$ cat src/rtl/opnd_pkg.sv
package opnd_pkg;

  typedef enum logic [3:0] {
    AM_IMPL  = 4'd0,
    AM_ACC   = 4'd1,
    AM_IMM   = 4'd2,
    AM_ZP    = 4'd3,
    AM_ZPX   = 4'd4,
    AM_ZPY   = 4'd5,
    AM_IZP   = 4'd6,
    AM_IZPX  = 4'd7,
    AM_IZPY  = 4'd8,
    AM_ABS   = 4'd9,
    AM_ABSX  = 4'd10,
    AM_ABSY  = 4'd11,
    AM_IABS  = 4'd12,
    AM_IABSX = 4'd13,
    AM_REL   = 4'd14,
    AM_ZPREL = 4'd15
  } amode_e;

  // Service class of a request
  typedef enum logic [1:0] {
    CL_LOCAL    = 2'd0,  // served without the bus
    CL_DIRECT   = 2'd1,  // one data cycle
    CL_INDIRECT = 2'd2,  // two pointer cycles, then data
    CL_REJECT   = 2'd3   // no data operand
  } mclass_e;

  typedef enum logic [1:0] {
    SQ_IDLE = 2'd0,
    SQ_PLO  = 2'd1,
    SQ_PHI  = 2'd2,
    SQ_DATA = 2'd3
  } seq_e;

endpackage

$ cat src/rtl/opnd_mode_class.sv
module opnd_mode_class
  import opnd_pkg::*;
(
  input  amode_e  mode,
  input  logic    wr,
  output mclass_e cls
);

  always_comb begin
    unique case (mode)
      AM_ACC:                          cls = CL_LOCAL;
      AM_IMM:                          cls = wr ? CL_REJECT : CL_LOCAL;
      AM_ZP, AM_ZPX, AM_ZPY,
      AM_ABS, AM_ABSX, AM_ABSY:        cls = CL_DIRECT;
      AM_IZP, AM_IZPX, AM_IZPY:        cls = CL_INDIRECT;
      default:                         cls = CL_REJECT;
    endcase
  end

endmodule

$ cat src/rtl/opnd_addr_calc.sv
module opnd_addr_calc
  import opnd_pkg::*;
#(
  parameter int DW = 8,
  localparam int AW = 2 * DW
) (
  input  amode_e          mode,
  input  logic [DW-1:0]   op1,
  input  logic [DW-1:0]   op2,
  input  logic [DW-1:0]   ix,
  input  logic [DW-1:0]   iy,
  input  logic [AW-1:0]   ptr,
  output logic [AW-1:0]   ptr_lo_addr,
  output logic [AW-1:0]   ptr_hi_addr,
  output logic [AW-1:0]   data_addr
);

  localparam logic [DW-1:0] ONE_B   = DW'(1);
  localparam logic [DW-1:0] ZERO_PG = '0;

  logic [DW-1:0] zp_base;
  logic [DW-1:0] zp_x;
  logic [DW-1:0] zp_y;
  logic [AW-1:0] abs_base;

  // Page-zero sums are kept DW bits wide so that they wrap inside page zero
  always_comb begin
    zp_x     = op1 + ix;
    zp_y     = op1 + iy;
    zp_base  = (mode == AM_IZPX) ? zp_x : op1;
    abs_base = {op2, op1};
  end

  always_comb begin
    ptr_lo_addr = {ZERO_PG, zp_base};
    ptr_hi_addr = {ZERO_PG, zp_base + ONE_B};
  end

  always_comb begin
    unique case (mode)
      AM_ZP:            data_addr = {ZERO_PG, op1};
      AM_ZPX:           data_addr = {ZERO_PG, zp_x};
      AM_ZPY:           data_addr = {ZERO_PG, zp_y};
      AM_ABSX:          data_addr = abs_base + {ZERO_PG, ix};
      AM_ABSY:          data_addr = abs_base + {ZERO_PG, iy};
      AM_IZP, AM_IZPX:  data_addr = ptr;
      AM_IZPY:          data_addr = ptr + {ZERO_PG, iy};
      default:          data_addr = abs_base;
    endcase
  end

endmodule

$ cat src/rtl/opnd_seq.sv
module opnd_seq
  import opnd_pkg::*;
#(
  parameter int DW = 8,
  localparam int AW = 2 * DW
) (
  input  logic          clk,
  input  logic          rst_n,
  input  logic          start,
  input  mclass_e       cls,
  input  logic          wr,
  input  logic          acc_sel,
  input  logic [DW-1:0] local_val,
  input  logic [DW-1:0] mem_rdata,
  output logic          accept,
  output seq_e          st,
  output logic [AW-1:0] ptr,
  output logic          mem_rd,
  output logic          mem_wr,
  output logic          done,
  output logic          err,
  output logic          acc_wr,
  output logic [DW-1:0] rdata
);

  seq_e          st_q, st_d;
  logic          wr_q, wr_d;
  logic [AW-1:0] ptr_q, ptr_d;
  logic [DW-1:0] rdata_q, rdata_d;
  logic          done_q, done_d;
  logic          err_q, err_d;
  logic          accwr_q, accwr_d;

  always_comb begin
    accept = start && (st_q == SQ_IDLE);
  end

  // Next state
  always_comb begin
    st_d = st_q;
    unique case (st_q)
      SQ_IDLE: begin
        if (accept) begin
          if (cls == CL_DIRECT)        st_d = SQ_DATA;
          else if (cls == CL_INDIRECT) st_d = SQ_PLO;
          else                         st_d = SQ_IDLE;
        end
      end
      SQ_PLO:  st_d = SQ_PHI;
      SQ_PHI:  st_d = SQ_DATA;
      SQ_DATA: st_d = SQ_IDLE;
      default: st_d = SQ_IDLE;
    endcase
  end

  // Datapath next values
  always_comb begin
    wr_d    = accept ? wr : wr_q;
    ptr_d   = ptr_q;
    rdata_d = rdata_q;
    if (st_q == SQ_PLO) ptr_d[DW-1:0]  = mem_rdata;
    if (st_q == SQ_PHI) ptr_d[AW-1:DW] = mem_rdata;
    if (accept && (cls == CL_LOCAL) && !wr)   rdata_d = local_val;
    if ((st_q == SQ_DATA) && !wr_q)           rdata_d = mem_rdata;
    done_d  = (accept && ((cls == CL_LOCAL) || (cls == CL_REJECT))) ||
              (st_q == SQ_DATA);
    err_d   = accept && (cls == CL_REJECT);
    accwr_d = accept && (cls == CL_LOCAL) && acc_sel && wr;
  end

  // Registers
  always_ff @(posedge clk or negedge rst_n) begin
    if (!rst_n) begin
      st_q    <= SQ_IDLE;
      wr_q    <= 1'b0;
      ptr_q   <= '0;
      rdata_q <= '0;
      done_q  <= 1'b0;
      err_q   <= 1'b0;
      accwr_q <= 1'b0;
    end else begin
      st_q    <= st_d;
      wr_q    <= wr_d;
      ptr_q   <= ptr_d;
      rdata_q <= rdata_d;
      done_q  <= done_d;
      err_q   <= err_d;
      accwr_q <= accwr_d;
    end
  end

  always_comb begin
    st     = st_q;
    ptr    = ptr_q;
    mem_rd = (st_q == SQ_PLO) || (st_q == SQ_PHI) || ((st_q == SQ_DATA) && !wr_q);
    mem_wr = (st_q == SQ_DATA) && wr_q;
    done   = done_q;
    err    = err_q;
    acc_wr = accwr_q;
    rdata  = rdata_q;
  end

  AST_RW_EXCL: assert property (@(posedge clk) disable iff (!rst_n)
    !(mem_rd && mem_wr));

  AST_ERR_WITH_DONE: assert property (@(posedge clk) disable iff (!rst_n)
    err |-> (done && !acc_wr));

  AST_ERR_NO_BUS: assert property (@(posedge clk) disable iff (!rst_n)
    err |-> !$past(mem_rd || mem_wr));

  AST_RDATA_HOLD: assert property (@(posedge clk) disable iff (!rst_n)
    !done |-> $stable(rdata));

endmodule

$ cat src/rtl/opnd_agu.sv
module opnd_agu
  import opnd_pkg::*;
#(
  parameter int DW         = 8,
  parameter int RST_STAGES = 2,
  localparam int AW = 2 * DW
) (
  input  logic          clk,
  input  logic          rst_n,
  input  logic          start,
  input  logic [3:0]    mode,
  input  logic          wr,
  input  logic [DW-1:0] op1,
  input  logic [DW-1:0] op2,
  input  logic [DW-1:0] idx_x,
  input  logic [DW-1:0] idx_y,
  input  logic [DW-1:0] acc_in,
  input  logic [DW-1:0] wdata,
  output logic [AW-1:0] mem_addr,
  output logic          mem_rd,
  output logic          mem_wr,
  output logic [DW-1:0] mem_wdata,
  input  logic [DW-1:0] mem_rdata,
  output logic          done,
  output logic          err,
  output logic [DW-1:0] rdata,
  output logic          acc_wr,
  output logic [DW-1:0] acc_wdata
);

  localparam logic [DW-1:0] ONE_B = DW'(1);

  // Reset: asserted asynchronously, released through a synchronizer
  logic [RST_STAGES-1:0] rst_pipe;
  logic                  rst_sync_n;

  generate
    if (RST_STAGES == 1) begin : g_rst_one
      always_ff @(posedge clk or negedge rst_n) begin
        if (!rst_n) rst_pipe <= '0;
        else        rst_pipe <= 1'b1;
      end
    end else begin : g_rst_chain
      always_ff @(posedge clk or negedge rst_n) begin
        if (!rst_n) rst_pipe <= '0;
        else        rst_pipe <= {rst_pipe[RST_STAGES-2:0], 1'b1};
      end
    end
  endgenerate

  assign rst_sync_n = rst_pipe[RST_STAGES-1];

  amode_e        mode_in;
  mclass_e       cls_in;
  logic          accept;
  seq_e          st;
  logic [AW-1:0] ptr;
  logic [AW-1:0] ptr_lo_addr, ptr_hi_addr, data_addr;
  logic [DW-1:0] local_val;

  amode_e        mode_q;
  logic [DW-1:0] op1_q, op2_q, x_q, y_q, wdata_q;

  always_comb begin
    mode_in   = amode_e'(mode);
    local_val = (mode_in == AM_ACC) ? acc_in : op1;
  end

  opnd_mode_class u_class (
    .mode (mode_in),
    .wr   (wr),
    .cls  (cls_in)
  );

  // Operand capture, enabled by acceptance of a request
  always_ff @(posedge clk or negedge rst_sync_n) begin
    if (!rst_sync_n) begin
      mode_q  <= AM_IMPL;
      op1_q   <= '0;
      op2_q   <= '0;
      x_q     <= '0;
      y_q     <= '0;
      wdata_q <= '0;
    end else if (accept) begin
      mode_q  <= mode_in;
      op1_q   <= op1;
      op2_q   <= op2;
      x_q     <= idx_x;
      y_q     <= idx_y;
      wdata_q <= wdata;
    end
  end

  opnd_addr_calc #(.DW(DW)) u_calc (
    .mode        (mode_q),
    .op1         (op1_q),
    .op2         (op2_q),
    .ix          (x_q),
    .iy          (y_q),
    .ptr         (ptr),
    .ptr_lo_addr (ptr_lo_addr),
    .ptr_hi_addr (ptr_hi_addr),
    .data_addr   (data_addr)
  );

  opnd_seq #(.DW(DW)) u_seq (
    .clk       (clk),
    .rst_n     (rst_sync_n),
    .start     (start),
    .cls       (cls_in),
    .wr        (wr),
    .acc_sel   (mode_in == AM_ACC),
    .local_val (local_val),
    .mem_rdata (mem_rdata),
    .accept    (accept),
    .st        (st),
    .ptr       (ptr),
    .mem_rd    (mem_rd),
    .mem_wr    (mem_wr),
    .done      (done),
    .err       (err),
    .acc_wr    (acc_wr),
    .rdata     (rdata)
  );

  always_comb begin
    unique case (st)
      SQ_PLO:  mem_addr = ptr_lo_addr;
      SQ_PHI:  mem_addr = ptr_hi_addr;
      default: mem_addr = data_addr;
    endcase
    mem_wdata = wdata_q;
    acc_wdata = wdata_q;
  end

  AST_PTR_IN_PAGE0: assert property (@(posedge clk) disable iff (!rst_sync_n)
    ((st == SQ_PLO) || (st == SQ_PHI)) |-> (mem_addr[AW-1:DW] == '0));

  AST_PTR_HI_NEXT: assert property (@(posedge clk) disable iff (!rst_sync_n)
    (st == SQ_PHI) |-> (mem_addr[DW-1:0] == $past(mem_addr[DW-1:0]) + ONE_B));

  AST_ZPIDX_IN_PAGE0: assert property (@(posedge clk) disable iff (!rst_sync_n)
    ((st == SQ_DATA) && ((mode_q == AM_ZP) || (mode_q == AM_ZPX) || (mode_q == AM_ZPY)))
    |-> (mem_addr[AW-1:DW] == '0));

endmodule

$ cat config.mk
export PLATFORM = sky130hd
export DESIGN_NAME = opnd_agu
export DESIGN_NICKNAME = d
export VERILOG_FILES = /design/src/rtl/opnd_pkg.sv /design/src/rtl/opnd_mode_class.sv /design/src/rtl/opnd_addr_calc.sv /design/src/rtl/opnd_seq.sv /design/src/rtl/opnd_agu.sv
export SDC_FILE = /design/constraint.sdc
export NUM_CORES = 1
export LEC_CHECK = 0
export ABC_AREA = 1
export CAP_MARGIN = 20
export CORE_MARGIN = 1
export CORE_UTILIZATION = 55
export CTS_CLUSTER_DIAMETER = 60
export CTS_CLUSTER_SIZE = 25
export DETAILED_ROUTE_END_ITERATION = 8
export MAX_ROUTING_LAYER = met4
export PLACE_DENSITY = 0.92
export SKIP_CTS_REPAIR_TIMING = 1
export SLEW_MARGIN = 10
export SYNTH_ARGS = -nofsm -noshare
export SYNTH_HDL_FRONTEND = slang
export SYNTH_HIERARCHICAL = 1
export SYNTH_SLANG_ARGS = --single-unit
$ cat constraint.sdc
create_clock -name clk -period 6.94 [get_ports clk]
set_input_delay 1.735 -clock clk [delete_from_list [all_inputs] [get_ports clk]]
set_output_delay 1.735 -clock clk [all_outputs]
set_load 0.01 [all_outputs]
==> impl_metrics.csv <==
group,metric,value,unit
sta,skew,7.24,ps
floorplan,fp.dieW,113,um
grt,grt_max_degree,94,
cells_and_area,nets,1181,
clock_tree,cts_buffers,9,
cells_and_area,multi_input_area,3970,um2
clock_tree,clk_latency,340,ps
yosys,ys_top_cells_by_count,"nand2_1 (360), inv_1 (121), nand3_1 (83)",
grt,antenna_found_initial,0,
sta,worst_pin_slew,850,ps
run_status,status,"finished clean",
route,drtAntennaViolNets,0,
sta,slew_viol_final,0,
cells_and_area,area_growth,18.1,%
clock_tree,cts_htree_levels,3,
yosys,postSynthCellCount,994,
grt,gr-total-overflow,0,
yosys,synthAdderAreaFrac,0.0736,
power_and_ir_drop,p_per_area,508,nW/um2
yosys,async_flop_share,1.00,
route,dr.first_iter.drc_count,488,
setup_path,crit_arrival,3790,ps
yosys,synth.area.top_cells,"dfrtp_1 (28%), nand2_1 (20%), inv_1 (6.7%)",
route,vias,6683,
cells_and_area,diodes,0,
yosys,synth_largest_area_cell,"dfrtp_1",
floorplan,rows,40,
sta,setup_viol_count_final,0,
placed_design,dp.final_hpwl,13300,um
yosys,synth_top_family_by_area,"simple AND/OR/NAND/NOR gates",
sta,hold_ws,107,ps
clock_tree,clockRootBuffer,"clkbuf_16",
clock_tree,clkTransAtPathRegs,60,ps
cells_and_area,fin_util,0.665,
placed_design,dpl_cell_area,7680,um2
yosys,synth-edff-count,0,
yosys,synth_compound_area_frac,0.113,
route,vias_per_cell,5.43,
yosys,synth.area.mux_share,0.0133,
placed_design,portBuffers,108,
yosys,synth-seq-cells,76,
setup_path,critPathCaptureType,"primary output",
floorplan,core_area,12000,um2
route,post_drt_wl_per_cell,14.1,um
yosys,synth-xor-area-share,0.0104,
sta,period_share,0.796,
yosys,netlist.area_leader.share,0.281,
job,maxCapViolCount,0,
floorplan,io_pins,109,
cells_and_area,regArea,1900,um2
power_and_ir_drop,p_leak,4.12,nW
floorplan,initial_utilization,0.563,
sta,max_freq,0.181,GHz
grt,grt_pass1_wl,29100,um
sta,slew_headroom,0.433,
cells_and_area,finalInstanceArea,7980,um2
grt,grt_pass1_vias,6160,
yosys,ys_seq_area_frac,0.281,
clock_tree,clockBufferDepth,2,
yosys,ys_types,48,
floorplan,die_area,12700,um2
placed_design,gp_congestion,0.959,
route,drc,0,
route,wl,17400,um
cells_and_area,fillers,1093,
sta,rsz0062_at_grt,"no",
min_path,min_path_type,"register to async pin",
floorplan,die_y,113,um
yosys,ys.warnings.count,6,
setup_path,cp-start-kind,"register",
setup_path,crit_type,"register to primary output",
sta,tns,0,ps
grt,grt_usage,0.295,
sta,period_needed,5520,ps
setup_path,critPathMaxFanout,26,
yosys,netlist_area,6760,um2
clock_tree,cts_tree,"yes",
cells_and_area,drive_gt1_frac,0.113,
setup_path,cp.required,5200,ps
yosys,synthSimpleGateAreaFrac,0.368,
yosys,ys.flop_type,"dfrtp_1",
route,drtPass1Iterations,6,
power_and_ir_drop,ir_drop,257,uV
yosys,synth.most_common_cell,"nand2_1",
clock_tree,cts.sinks,76,
yosys,postSynthAreaPerCell,6.80,um2
sta,hold_viol_final,0,
[final cells by class]
type / count / area share
clock buffer: 13 / 0.0326
clock inverter: 3 / 0.00580
inverter: 138 / 0.0661
multi-input combinational: 745 / 0.498
sequential: 76 / 0.238
tap: 147 / 0.0230
timing repair buffer: 109 / 0.136
[kinds of logic after synthesis]
| logic type | Yosys count |
|---|---|
| xor gates and xnor gates | 8 |
| AOI/OAI and AO/OA | 120 |
| adders and majority gates | 38 |
| DFF | 76 |
| and+or+nand+nor | 554 |
| muxes | 8 |
| other | 2 |
| buffers and inverters | 188 |
[registers in the layout, summed over array words and instances, names as in the netlist, 2 cells and up]
register,count
acc_wdata,8
mode_q,4
op1_q,8
op2_q,8
rst_pipe,2
u_seq/ptr,16
u_seq/rdata,8
u_seq/st,2
x_q,8
y_q,8
[per-layer routing]
| layer | GRT usage | routed length, um | up-vias | part of all wire |
|---|---|---|---|---|
| li1 | - | - | 3287 | - |
| met2 | 0.469 | 7980 | 343 | 0.46 |
| met5 | - | 0 | - | 0 |
| met4 | 0.119 | 494 | 0 | 0.028 |
| met3 | 0.0445 | 1460 | 38 | 0.084 |
| met1 | 0.380 | 7440 | 3015 | 0.43 |
[final timing paths]
path | startpoint | depth (start not counted) | slack [ps] | end
max reg2reg | u_seq/st[0] | 8 | 4620 | u_seq/rdata[1]
max | mode_q[0] | 18 | 1420 | mem_addr[12]
min in group clk | rst_pipe[0] | 0 | 360 | rst_pipe[1]
max in group asynchronous | rst_n | 1 | 5250 | rst_pipe[1]
min | rst_pipe[1] | 0 | 110 | acc_wdata[1]
min reg2reg | rst_pipe[1] | 0 | 110 | acc_wdata[1]
[report_power, final]
part / switching, mW / total (mW) / internal (mW)
registers: 0.268 / 0.916 / 0.648
logic: 1.59 / 2.65 / 1.07
clock network: 0.186 / 0.485 / 0.299
[stage by stage]
stage                     power (mW)  instances  setup slack, ps
after floorplan                 2.72       1009             2510
after global placement          3.44       1215             1970
after detailed placement        3.51       1215             1850
after CTS                       4.02       1231             1470
after global routing            4.41       1231             1180
final                           4.05       1231             1420
[placed cells by master, fill, tap and decap left out, drive strengths merged, types with 3 or more instances in the layout]
| cell | instances |
|---|---|
| ha | 35 |
| dfrtp | 76 |
| o211ai | 7 |
| clkbuf | 13 |
| a21oi | 23 |
| clkdlybuf4s50 | 108 |
| inv | 137 |
| xor2 | 7 |
| nor3 | 6 |
| o21ai | 80 |
| o22ai | 3 |
| nand4 | 17 |
| conb | 17 |
| or2 | 3 |
| nor2 | 45 |
| mux2 | 8 |
| fa | 3 |
| nand2 | 393 |
| nand3 | 87 |
[worst max-delay path, stage by stage (launching register included)]
cell             delay [ps]
dfrtp_1                 420
nor2_2                  300
nand2_4                 250
nand2_1                 120
nand2_1                  70
ha_1                    220
fa_1                    420
nand3_1                 110
nand2_1                 110
nand2_1                 110
o211ai_1                120
nand2_1                 180
inv_2                    70
a21oi_1                 140
nand2_1                  70
nand4_1                  70
nand2_1                  60
nand2_1                  90
clkdlybuf4s50_1         530
Note: power is estimated with default switching activity, not from simulation.
